File: config.mk
export PLATFORM = sky130hd
export DESIGN_NAME = pwm_dbuf_channel
export DESIGN_NICKNAME = d
export VERILOG_FILES = /design/src/rtl/pwm_dbuf_pkg.sv /design/src/rtl/pwm_dbuf_regs.sv /design/src/rtl/pwm_dbuf_counter.sv /design/src/rtl/pwm_dbuf_wave.sv /design/src/rtl/pwm_dbuf_channel.sv
export SDC_FILE = /design/constraint.sdc
export NUM_CORES = 1
export LEC_CHECK = 0
export BUFFER_PORTS_ARGS = -buffer_cell sky130_fd_sc_hd__clkbuf_2
export CORE_UTILIZATION = 55
export CTS_BUF_LIST = sky130_fd_sc_hd__clkbuf_4
export CTS_CLUSTER_SIZE = 25
export DETAILED_ROUTE_END_ITERATION = 7
export PLACE_DENSITY = 0.72
export SYNTH_ARGS = -nofsm -noshare
export SYNTH_HDL_FRONTEND = slang
export SYNTH_SLANG_ARGS = --single-unit
File: constraint.sdc
create_clock -name clk -period 2.26 [get_ports clk]
set_input_delay 0.113 -clock clk [delete_from_list [all_inputs] [get_ports clk]]
set_output_delay 0.113 -clock clk [all_outputs]
set_load 0.03 [all_outputs]
File: src/rtl/pwm_dbuf_pkg.sv
package pwm_dbuf_pkg;

  typedef enum logic [1:0] {
    REG_CTRL = 2'd0,
    REG_PER  = 2'd1,
    REG_DUTY = 2'd2,
    REG_CNT  = 2'd3
  } reg_sel_e;

  localparam int CTRL_EN_BIT   = 0;
  localparam int CTRL_CTR_BIT  = 1;
  localparam int CTRL_POL_BIT  = 2;
  localparam int CTRL_TSEL_LSB = 3;

endpackage

File: src/rtl/pwm_dbuf_regs.sv
module pwm_dbuf_regs
  import pwm_dbuf_pkg::*;
#(
  parameter int CNT_W  = 8,
  parameter int TSEL_W = 2
) (
  input  logic              clk,
  input  logic              rst_n,
  input  logic              wr_en,
  input  logic [1:0]        wr_addr,
  input  logic [CNT_W-1:0]  wr_data,
  input  logic              load,
  output logic [CNT_W-1:0]  ctrl_word,
  output logic              ctrl_en,
  output logic              ctrl_center,
  output logic              ctrl_pol,
  output logic [TSEL_W-1:0] ctrl_tsel,
  output logic [CNT_W-1:0]  per_buf,
  output logic [CNT_W-1:0]  duty_buf,
  output logic [CNT_W-1:0]  per_act,
  output logic [CNT_W-1:0]  duty_act
);

  localparam int NSLOT = 2;

  logic [CNT_W-1:0] ctrl_q, ctrl_d;
  logic [CNT_W-1:0] buf_q [NSLOT];
  logic [CNT_W-1:0] buf_d [NSLOT];
  logic [CNT_W-1:0] act_q [NSLOT];
  logic [CNT_W-1:0] act_d [NSLOT];

  always_comb begin
    ctrl_d = ctrl_q;
    if (wr_en && (wr_addr == REG_CTRL)) ctrl_d = wr_data;
  end

  always_ff @(posedge clk or negedge rst_n) begin
    if (!rst_n) ctrl_q <= '0;
    else        ctrl_q <= ctrl_d;
  end

  genvar g;
  generate
    for (g = 0; g < NSLOT; g++) begin : g_slot
      localparam logic [1:0] SLOT_ADDR = 2'(int'(REG_PER) + g);
      logic slot_wr;

      always_comb begin
        slot_wr  = wr_en && (wr_addr == SLOT_ADDR);
        buf_d[g] = slot_wr ? wr_data : buf_q[g];
        act_d[g] = act_q[g];
        if (load) act_d[g] = slot_wr ? wr_data : buf_q[g];
      end

      always_ff @(posedge clk or negedge rst_n) begin
        if (!rst_n) begin
          buf_q[g] <= '0;
          act_q[g] <= '0;
        end else begin
          buf_q[g] <= buf_d[g];
          act_q[g] <= act_d[g];
        end
      end
    end
  endgenerate

  assign ctrl_word   = ctrl_q;
  assign ctrl_en     = ctrl_q[CTRL_EN_BIT];
  assign ctrl_center = ctrl_q[CTRL_CTR_BIT];
  assign ctrl_pol    = ctrl_q[CTRL_POL_BIT];
  assign ctrl_tsel   = ctrl_q[CTRL_TSEL_LSB +: TSEL_W];
  assign per_buf     = buf_q[0];
  assign duty_buf    = buf_q[1];
  assign per_act     = act_q[0];
  assign duty_act    = act_q[1];

endmodule

File: src/rtl/pwm_dbuf_counter.sv
module pwm_dbuf_counter #(
  parameter int CNT_W = 8
) (
  input  logic             clk,
  input  logic             rst_n,
  input  logic             en,
  input  logic             center,
  input  logic             tick,
  input  logic             clr,
  input  logic [CNT_W-1:0] per,
  output logic [CNT_W-1:0] cnt,
  output logic             wrap
);

  localparam logic [CNT_W:0]   EXT_ONE = (CNT_W+1)'(1);
  localparam logic [CNT_W-1:0] ONE     = CNT_W'(1);

  logic [CNT_W-1:0] cnt_q, cnt_d;
  logic             up_q, up_d;
  logic [CNT_W:0]   cnt_inc;

  always_comb begin
    cnt_inc = {1'b0, cnt_q} + EXT_ONE;
    cnt_d   = cnt_q;
    up_d    = up_q;
    wrap    = 1'b0;
    if (clr) begin
      cnt_d = '0;
      up_d  = 1'b1;
    end else if (en && tick) begin
      if (!center) begin
        up_d = 1'b1;
        if (cnt_inc >= {1'b0, per}) begin
          cnt_d = '0;
          wrap  = 1'b1;
        end else begin
          cnt_d = cnt_q + ONE;
        end
      end else if (up_q && (cnt_q < per)) begin
        cnt_d = cnt_q + ONE;
      end else if (cnt_q <= ONE) begin
        cnt_d = '0;
        up_d  = 1'b1;
        wrap  = 1'b1;
      end else begin
        cnt_d = cnt_q - ONE;
        up_d  = 1'b0;
      end
    end
  end

  always_ff @(posedge clk or negedge rst_n) begin
    if (!rst_n) begin
      cnt_q <= '0;
      up_q  <= 1'b1;
    end else begin
      cnt_q <= cnt_d;
      up_q  <= up_d;
    end
  end

  assign cnt = cnt_q;

endmodule

File: src/rtl/pwm_dbuf_wave.sv
module pwm_dbuf_wave #(
  parameter int CNT_W = 8
) (
  input  logic             clk,
  input  logic             rst_n,
  input  logic             en,
  input  logic             pol,
  input  logic [CNT_W-1:0] cnt,
  input  logic [CNT_W-1:0] per,
  input  logic [CNT_W-1:0] duty,
  output logic             pwm_out
);

  logic active;
  logic out_d, out_q;

  always_comb begin
    active = (per != '0) && ((duty >= per) || (cnt < duty));
    if (en) out_d = pol ? active : ~active;
    else    out_d = ~pol;
  end

  always_ff @(posedge clk or negedge rst_n) begin
    if (!rst_n) out_q <= 1'b1;
    else        out_q <= out_d;
  end

  assign pwm_out = out_q;

endmodule

File: src/rtl/pwm_dbuf_channel.sv
module pwm_dbuf_channel
  import pwm_dbuf_pkg::*;
#(
  parameter int CNT_W     = 8,
  parameter int NUM_TICKS = 4
) (
  input  logic                 clk,
  input  logic                 rst_n,
  input  logic [NUM_TICKS-1:0] tick_in,
  input  logic                 wr_en,
  input  logic [1:0]           wr_addr,
  input  logic [CNT_W-1:0]     wr_data,
  input  logic [1:0]           rd_addr,
  output logic [CNT_W-1:0]     rd_data,
  output logic                 pwm_out,
  output logic [CNT_W-1:0]     cnt_out
);

  localparam int TSEL_W = (NUM_TICKS > 1) ? $clog2(NUM_TICKS) : 1;

  logic [1:0]        rst_sync_q;
  logic              rst_n_sync;
  logic [CNT_W-1:0]  ctrl_word;
  logic              ctrl_en, ctrl_center, ctrl_pol;
  logic [TSEL_W-1:0] ctrl_tsel;
  logic [CNT_W-1:0]  per_buf, duty_buf, per_act, duty_act;
  logic [CNT_W-1:0]  cnt;
  logic              wrap, tick, cnt_clr, load;

  always_ff @(posedge clk or negedge rst_n) begin
    if (!rst_n) rst_sync_q <= 2'b00;
    else        rst_sync_q <= {rst_sync_q[0], 1'b1};
  end
  assign rst_n_sync = rst_sync_q[1];

  always_comb begin
    tick = 1'b0;
    for (int i = 0; i < NUM_TICKS; i++) begin
      if (ctrl_tsel == TSEL_W'(i)) tick = tick_in[i];
    end
  end

  assign cnt_clr = wr_en && (wr_addr == REG_CNT);
  assign load    = ~ctrl_en | cnt_clr | wrap;

  pwm_dbuf_regs #(.CNT_W(CNT_W), .TSEL_W(TSEL_W)) u_regs (
    .clk(clk), .rst_n(rst_n_sync),
    .wr_en(wr_en), .wr_addr(wr_addr), .wr_data(wr_data), .load(load),
    .ctrl_word(ctrl_word), .ctrl_en(ctrl_en), .ctrl_center(ctrl_center),
    .ctrl_pol(ctrl_pol), .ctrl_tsel(ctrl_tsel),
    .per_buf(per_buf), .duty_buf(duty_buf),
    .per_act(per_act), .duty_act(duty_act)
  );

  pwm_dbuf_counter #(.CNT_W(CNT_W)) u_cnt (
    .clk(clk), .rst_n(rst_n_sync),
    .en(ctrl_en), .center(ctrl_center), .tick(tick), .clr(cnt_clr),
    .per(per_act), .cnt(cnt), .wrap(wrap)
  );

  pwm_dbuf_wave #(.CNT_W(CNT_W)) u_wave (
    .clk(clk), .rst_n(rst_n_sync),
    .en(ctrl_en), .pol(ctrl_pol), .cnt(cnt),
    .per(per_act), .duty(duty_act), .pwm_out(pwm_out)
  );

  always_comb begin
    unique case (rd_addr)
      REG_CTRL: rd_data = ctrl_word;
      REG_PER:  rd_data = per_buf;
      REG_DUTY: rd_data = duty_buf;
      default:  rd_data = cnt;
    endcase
  end

  assign cnt_out = cnt;

endmodule

==> results of run 1 <==
worst max path at each step:
stage,from,end
finish,u_cnt.cnt[1],u_regs.per_act[7]
global route,u_cnt.cnt[1],u_regs.per_act[7]
CTS,u_cnt.cnt[1],u_regs.duty_act[2]
detailed placement,u_cnt.cnt[0],u_cnt.cnt[7]
global placement,u_cnt.cnt[0],u_cnt.cnt[1]
floorplan,u_cnt.cnt[0],u_regs.duty_act[5]
area by class of cell:
class | count | area (µm²) | area share (%)
Clock buffer | 6 | 45.0 | 0.963
Clock inverter | 2 | 60.1 | 1.28
Inverter | 21 | 78.8 | 1.69
Multi-Input combinational cell | 233 | 2300 | 49.3
Sequential cell | 52 | 1310 | 28.0
Tap cell | 75 | 93.8 | 2.01
Timing Repair Buffer | 110 | 785 | 16.8
registers in the layout, summed over array words and instances (netlist names):
register and flops:
u_cnt.cnt 8, u_regs.ctrl_word 8, u_regs.duty_act 8, u_regs.duty_buf 8
u_regs.per_act 8, u_regs.per_buf 8, rst_sync_q 2, u_cnt.up_q 1
u_wave.pwm_out 1
metrics by stage:
step	util, %	instances	power, mW	hold WS (ns)
floorplan	-	317	2.68	-0.183
global placement	69.2	468	3.35	-0.101
detailed placement	69.2	468	3.41	-0.0962
CTS	76.8	497	4.40	0.00439
global route	77.6	499	4.76	0.000901
finish	77.6	499	4.50	0.0184
timing repair:
action                                  4_1_cts  5_1_grt
endpoints found under the setup margin       24       25
buffers inserted                             16        3
hold buffers                                  5        1
resized for setup                            39        7
pin swaps                                    15       14
endpoints found under the hold margin         6        1
power breakdown:
part           switching (mW)  internal [mW]
clock                   0.285          0.357
sequential              0.173           1.16
combinational            1.29           1.23
synthesized netlist by cell type, drive strengths merged (2+ instances only):
master    n  area share [%]
nand3    16             2.3
nand2b    4            0.72
a2111oi   2            0.50
mux2     39              14
a41o      2            0.61
clkbuf    8             1.3
o221ai    3            0.75
nand2    21             2.3
nor2b     2            0.36
nor3      6            0.86
a211o     4             1.0
and3      3            0.61
ha       34              12
inv      21             2.3
dfrtp    50              36
xnor2     7             1.8
nand3b    3            0.64
a21oi    15             2.1
mux4      9             5.9
o211ai    6             1.3
dfstp     2             1.5
o21ai    13             1.9
nor2     10             1.1
nand4     2            0.36
o22ai     2            0.36
a31oi     4             1.1
and2      2            0.43
nor4      3            0.54
a41oi     3            0.75
buf       3            0.90
a221o     2            0.57
a22oi     2            0.43
kinds of logic after synthesis:
logic type	synth area share (%)
muxes	19.8
buffers and inverters	4.44
adders and majority gates	12.2
and+or+nand+nor	11.2
AOI/OAI and AO/OA	13.1
other	0.107
xor gates and xnor gates	1.75
DFF	37.3
routing by layer:
metal  wire length (µm)  part of all wire [%]
met3                782                   7.9
met1               4140                    42
met2               4750                    48
met5                  0                     0
met4                238                   2.4
==> run metrics, run 1 <==
DRT iter0 DRCs=285; initial core utilization=58.0%; max_cap viols=0; Synth cell types=56; R2R Setup Slk=-0.54 ns; slowest CP cell=dfrtp_2; RSZ-0062 raised after global routing=yes; outcome=finished, violations left; critical path required time=2.52 ns; TritonCTS clock tree=done; routed len/inst=19.9 µm; Crit path max-delay family=compound AO/OA/AOI/OAI gates; final worst-path cycle share=124%; final setup fails=24; hold crit path type=in -> reg; GR peak layer=met2; most frequent cells in the layout=buf_4, dfrtp_1, clkbuf_2, ha_1, mux2_2; Fillers=388; setup TNS=-12.02 ns; Ant. Diodes=0; met1 Use GR=41.1%; Hold Path End=u_regs.ctrl_word[2]; clk sinks=52; max-slew violations=0; Die H=81.7 µm; die span in x=81.7 µm; asr flop ratio synth=100%; core area=0.00603 mm²; hold wc startpoint=wr_data[2]; Leak Pwr=2.22 nW; relative slew slack=55.8%; CTS Root Cell=clkbuf_4; CP Class=reg -> reg; Antenna Nets Post-Route=0; clock slew at reported path FFs=0.14 ns; RR Endpoint=u_regs.per_act[7]; GR Layer Usage met2=52.1%; Mapped Nets=370; CP Capture Type=flop; Worst-Margin Slew=0.661 ns; critical path depth=12; gpl congestion=0.955; Setup Skew=0.0221 ns; number of synthesized flops with an enable pin=0; Pre-antenna DRT Iters=5; layout cell share with drive strength beyond 1=47.6%; Max VDD drop=643 µV; final hold vios=0; Cell Area, Placed=0.00417 mm²; Synth Flop Type=dfrtp_1; CP Launch Type=flop; initial antenna violation count=0; CP arrival=3.06 ns; Warnings, synthesis=0; register area share after synthesis=37.3%; worst-path cell chain=buf_6 -> nand3_4 -> nor2b_4 -> xnor2_2 -> ha_1 -> a21o_1 -> a21oi_2 -> o31ai_4 -> a41o_1 -> a31oi_4 -> buf_12 -> mux2_4; Rows=28; DRC Markers=0; drt total wl=9920 µm; min Tclk post-route=2.80 ns; FF-to-FF path depth=12; Place WS=-0.517 ns; synthesized area=0.00349 mm²; Post-Syn Instances=317; vias in the first global route=3106; Final Cell Area=0.00468 mm²; vias per cell=6.18; CP peak stage delay=0.43 ns; I/O pins=36; nets=476; CTS Buffer Depth=2; #FFs+latches synth=52; Num CTS Buffers=5; Hold Crit Depth=2; first-pass GRT wire length=15400 µm; CTS H-Tree Depth=2; max frequency=0.357 GHz; largest net degree at the start of global routing=51; origin of the critical flop-to-flop path=u_cnt.cnt[1]; crit-path max FO=16; worst path bufs/invs=2; worst skew pair latency=0.38 ns; full die area=0.00668 mm²; DP Wirelength=6950 µm; met3 Use GR=7.44%; I/O Buffers=35; commonest non-fill, non-tap cell in the layout=buf_4; failing checks=negative setup slack; vias after detailed routing=3082; Area Overhead vs Synth=33.8%; global route total overflow=0; GR Util All Layers=31.7%; Power Dens Cells=962 mW/mm²; syn avg cell area=11.0 µm²; final worst-path setup slack=-0.540 ns
Note: power is estimated with default switching activity, not from simulation.
==> run 2, diff against run 1 <==
- CTS_BUF_LIST: sky130_fd_sc_hd__clkbuf_4 -> unset
==> run metrics, run 2 (synthesis gave the netlist of run 1 again) <==
P_sw=1.75 mW; global route total overflow=0; TritonCTS clock tree=done; outcome=finished, violations left; Power Dens Cells=986 mW/mm²; Area Overhead vs Synth=31.8%; DRT iter0 DRCs=277; first-pass GRT wire length=14500 µm; vias per cell=6.23; max frequency=0.361 GHz; CP Class=reg -> reg; DP Wirelength=6950 µm; Multi-input gate area=0.00229 mm²; worst path bufs/invs=3; Cell Area, Placed=0.00417 mm²; Switching Fraction=38.6%; critical path endpoint=u_regs.duty_act[2]; Seq. cell area=0.00131 mm²; final setup fails=24; I/O pins=36; Antenna Nets Post-Route=0; Worst-Margin Slew=0.648 ns; core area=0.00603 mm²; CTS H-Tree Depth=2; max_cap viols=0; largest net degree at the start of global routing=51; vias in the first global route=2872; failing checks=negative setup slack; origin of the critical flop-to-flop path=u_cnt.cnt[2]; CP peak stage delay=0.49 ns; RSZ-0062 raised after global routing=yes; worst skew pair latency=0.31 ns; Die H=81.7 µm; max-slew violations=0; hold crit path type=in -> reg; hold wc startpoint=wr_data[1]; commonest non-fill, non-tap cell in the layout=buf_4; Place WS=-0.517 ns; gpl congestion=0.955; vias after detailed routing=3045; Comb pwr share=54.3%; min Tclk post-route=2.77 ns; final hold vios=0; die span in x=81.7 µm; setup TNS=-10.21 ns; most frequent cells in the layout=buf_4, dfrtp_1, clkbuf_2, ha_1, mux2_2; CTS Buffer Depth=2; critical path required time=2.46 ns; CP arrival=2.96 ns; Non-Filler Instances=489; nets=466; initial core utilization=58.0%; initial antenna violation count=0; CTS Root Cell=clkbuf_8; Setup Skew=0.00873 ns; fin util=76.5%; clock power share=16.4%; Fillers=391; CP Launch Type=flop; relative slew slack=56.7%; Pre-antenna DRT Iters=5; GR Util All Layers=29.9%; Seq pwr share=29.3%; clk sinks=52; total chip power=4.54 mW; Max VDD drop=575 µV; I/O Buffers=35; clock slew at reported path FFs=0.09 ns; worst-path cell chain=buf_12 -> xnor2_4 -> inv_2 -> ha_4 -> a211o_1 -> a31oi_4 -> o31ai_4 -> a41o_1 -> a31oi_4 -> buf_12 -> mux2_2; FF-to-FF path depth=11; hold_ws=0.0464 ns; Leak Pwr=2.19 nW; R2R Setup Slk=-0.51 ns; final worst-path setup slack=-0.508 ns; CP Capture Type=flop; Crit path max-delay family=compound AO/OA/AOI/OAI gates; layout cell share with drive strength beyond 1=47.1%; full die area=0.00668 mm²; Rows=28; drt total wl=9840 µm; Final Cell Area=0.00461 mm²; Inst Count DP=468; Num CTS Buffers=5; final worst-path cycle share=122%; critical path depth=11; slowest CP cell=dfrtp_2; Ant. Diodes=0; Critical path origin=u_cnt.cnt[2]; routed len/inst=20.1 µm; Internal Power=2.79 mW; DRC Markers=0; crit-path max FO=16; RR Endpoint=u_regs.duty_act[2]
run 2: changes by cell type in the layout (fill, tap and decap cells not counted), moves of 2 or more:
cell           before  now
dlygate4sd3_1       6    1
buf_6               5    2
clkbuf_8            0    5
buf_4              63   60
o21ai_1             2    4
clkbuf_4            6    0
run 2: layout make-up:
cell class	instances	share of cell area [%]
clock buffers	6	1.58
clock inverters	2	1.30
inverters	21	1.71
multi-input cells	233	49.8
flip-flops and latches	52	28.4
well taps	75	2.04
repair buffers	100	15.2
run 2: what timing repair did:
| action | CTS | global route |
|---|---|---|
| endpoints found under the hold margin | 2 | 0 |
| hold buffers | 1 | 0 |
| resized for setup | 25 | 15 |
| pin swaps | 4 | 4 |
| gates cloned | 0 | 0 |
| buffers inserted | 8 | 5 |
| endpoints found under the setup margin | 24 | 24 |
run 2: layer usage:
| layer | up-vias | share of wire (%) | wire [µm] | track usage (%) |
|---|---|---|---|---|
| met2 | 139 | 48 | 4690 | 47.1 |
| met3 | 27 | 6.4 | 632 | 6.00 |
| met5 | - | 0 | 0 | 0 |
| met4 | 0 | 2.6 | 255 | 8.60 |
| li1 | 1377 | - | - | - |
| met1 | 1502 | 43 | 4270 | 41.8 |
run 2: worst min path at each step:
stage                     endpoint  slack (ns)  cells past startpoint
2_1_floorplan        rst_sync_q[0]       -0.18                      0
3_3_place_gp         rst_sync_q[0]       -0.10                      1
3_5_place_dp         rst_sync_q[0]        -0.1                      1
4_1_cts        u_regs.ctrl_word[1]        0.04                      3
5_1_grt        u_regs.ctrl_word[6]        0.06                      2
6_report       u_regs.ctrl_word[1]        0.05                      3
run 2: worst min-delay path, delay by kind of cell:
family	cells	cell delay [ns]
buf+inv	1	0.10
compound gates	1	0.06
simple gates	1	0.04
run 2: power groups by stage:
stage	clock network [mW]	logic, mW	registers (mW)
6_report	0.743	2.47	1.33
5_1_grt	0.797	2.66	1.36
4_1_cts	0.754	2.26	1.33
3_5_place_dp	0	2.07	1.34
3_3_place_gp	0	2.03	1.33
2_1_floorplan	0	1.29	1.39
==> run 3, diff against run 2 <==
- ABC_AREA: unset -> 1
==> run metrics, run 3 <==
outcome=finished, violations left; failing checks=negative setup slack; slowest CP cell=dfrtp_2; CP Launch Type=flop; Commonest cells post-synth=nand2_1, dfrtp_1, inv_1; CTS Buffer Depth=2; synthesized area=0.00358 mm²; drt total wl=10300 µm; Synth cell types=40; vias in the first global route=3436; Max VDD drop=938 µV; DP Wirelength=7720 µm; syn avg cell area=7.93 µm²; routed len/inst=17.0 µm; commonest non-fill, non-tap cell in the layout=nand2_1; Synth area leader=dfrtp_1; nets=582; final worst-path cycle share=104%; Pre-antenna DRT Iters=5; Synth Flop Type=dfrtp_1; Rows=29; top-area cell type share of the netlist area=34.9%; CP arrival=2.56 ns; die span in x=82.7 µm; max_cap viols=0; register area share after synthesis=36.4%; initial antenna violation count=0; most frequent cells in the layout=nand2_1, inv_1, dfrtp_1, o21ai_0, clkbuf_2; hold_ws=0.0652 ns; asr flop ratio synth=100%; GR Util All Layers=32.9%; critical path required time=2.48 ns; Worst-Margin Slew=0.608 ns; final setup fails=17; hold crit path type=in -> reg; I/O pins=36; CP peak stage delay=0.44 ns; Ant. Diodes=0; core area=0.00631 mm²; Setup Skew=0.00952 ns; Place WS=-0.0719 ns; RSZ-0062 raised after global routing=yes; Mapped Nets=505; Die H=82.7 µm; relative slew slack=59.3%; vias after detailed routing=3454; max-slew violations=0; first-pass GRT wire length=16200 µm; Crit path max-delay family=simple AND/OR/NAND/NOR gates; final hold vios=0; Leak Pwr=2.32 nW; #FFs+latches synth=52; DRC Markers=0; worst skew pair latency=0.32 ns; crit-path max FO=6; TritonCTS clock tree=done; worst-path cell chain=ha_4 -> nand2_4 -> o21ai_2 -> o21ai_2 -> inv_2 -> ha_4 -> nand2_4 -> nor2_4 -> nand2_1 -> nand3_1 -> nand2_1 -> nand2_1 -> nand2_2 -> nand3_2 -> nand3_4 -> buf_6 -> nand3_1 -> nand2_2; Num CTS Buffers=5; min Tclk post-route=2.35 ns; most common cell in the synthesized netlist=nand2_1; origin of the critical flop-to-flop path=u_cnt.cnt[0]; global route total overflow=0; Area Overhead vs Synth=26.4%; Critical path origin=u_cnt.cnt[0]; full die area=0.00684 mm²; final worst-path setup slack=-0.0863 ns; Worst path most repeated cell=nand2_1; Post-Syn Instances=452; initial core utilization=56.8%; fin util=71.7%; I/O Buffers=35; worst path bufs/invs=2; CTS H-Tree Depth=2; DRT iter0 DRCs=187; CP Capture Type=flop; CTS Root Cell=clkbuf_8; layout cell share with drive strength beyond 1=31.5%; vias per cell=5.69; hold wc startpoint=wr_data[6]; largest net degree at the start of global routing=30; Power Dens Cells=1350 mW/mm²; CP Class=reg -> reg; max frequency=0.426 GHz; Warnings, synthesis=0; gpl congestion=0.963; Synth area leaders=dfrtp_1, ha_1, nand2_1; number of synthesized flops with an enable pin=0; clock slew at reported path FFs=0.10 ns; clk sinks=52; Antenna Nets Post-Route=0
## run 3: cell types whose count changed in the layout (fill, tap and decap cells not counted), moves of 6 or more
| cell | previous run | this run |
|---|---|---|
| mux2_2 | 24 | 0 |
| a221oi_1 | 0 | 6 |
| nand2_1 | 20 | 99 |
| buf_6 | 2 | 13 |
| nand3_2 | 2 | 17 |
| nor2_1 | 9 | 16 |
| nand3_1 | 13 | 30 |
| mux4_2 | 8 | 0 |
| buf_4 | 60 | 30 |
| inv_1 | 18 | 45 |
| mux2_4 | 15 | 0 |
| o21ai_0 | 8 | 40 |
| nand2_2 | 1 | 22 |
## run 3: path summary, 6_finish.rpt
kind / cells past startpoint / end / slack [ns]
max: 18 / u_regs.per_act[4] / -0.09
min: 3 / u_regs.ctrl_word[6] / 0.07
max reg2reg: 18 / u_regs.per_act[4] / -0.09
min reg2reg: 0 / u_regs.per_act[3] / 0.12
max in group asynchronous: 1 / u_cnt.up_q / 1.47
min in group asynchronous: 2 / rst_sync_q[1] / 0.10
## run 3: worst register-to-register path, cell delays in order (launching register included)
cell     delay [ns]
dfrtp_2        0.44
ha_4           0.18
nand2_4        0.08
o21ai_2        0.07
o21ai_2        0.07
inv_2          0.07
ha_4           0.28
nand2_4        0.05
nor2_4         0.09
nand2_1        0.05
nand3_1        0.07
nand2_1        0.06
nand2_1        0.06
nand2_2        0.06
nand3_2        0.09
nand3_4        0.19
buf_6          0.20
nand3_1        0.07
nand2_2        0.05
## run 3: report_power, final
group,internal (mW),switching [mW],leakage (nW)
clock network,0.363,0.334,0.0614
logic,1.58,2.35,1.61
registers,1.18,0.291,0.644
total,3.13,2.98,2.32
## run 3: repair_timing
action	4_1_cts	5_1_grt
hold buffers	1	0
gates resized for setup	13	41
gates cloned	1	1
endpoints found under the setup margin	20	24
hold endpoints to repair	2	0
setup buffers	8	7
pin swaps	5	28
## run 3: cell type report
| class | count | area, µm² |
|---|---|---|
| sequential | 52 | 1310 |
| clock buffer | 6 | 82.6 |
| clock inverter | 2 | 38.8 |
| multi-input combinational | 337 | 2240 |
| fill | 516 | 1790 |
| inverter | 54 | 205 |
| timing repair buffer | 79 | 557 |
| tap | 77 | 96.3 |
## run 3: metrics by stage
step           setup TNS (ns)  instances  total power, mW  area, µm²
2_1_floorplan          -0.944        452             3.68       3620
3_3_place_gp                0        587             4.71       4070
3_5_place_dp           -0.846        587             4.79       4070
4_1_cts                -0.598        605             5.69       4340
5_1_grt                 -3.55        607             6.57       4530
6_report                -1.13        607             6.10       4530
## run 3: metal layers
metal,up-vias,GRT usage (%),routed length [µm]
met5,-,0,0
met4,0,19.3,468
met3,38,4.84,448
met2,114,57.9,5280
met1,1635,37.6,4120
li1,1667,-,-
## run 3: cells by family after synthesis
| logic type | Yosys count | share of synthesized area, % |
|---|---|---|
| xor+xnor | 7 | 1.71 |
| flops | 52 | 36.4 |
| fa+ha+maj | 34 | 11.9 |
| simple gates | 214 | 29.1 |
| other cells | 1 | 0.105 |
| buf+inv | 64 | 7.61 |
| compound gates | 80 | 13.3 |
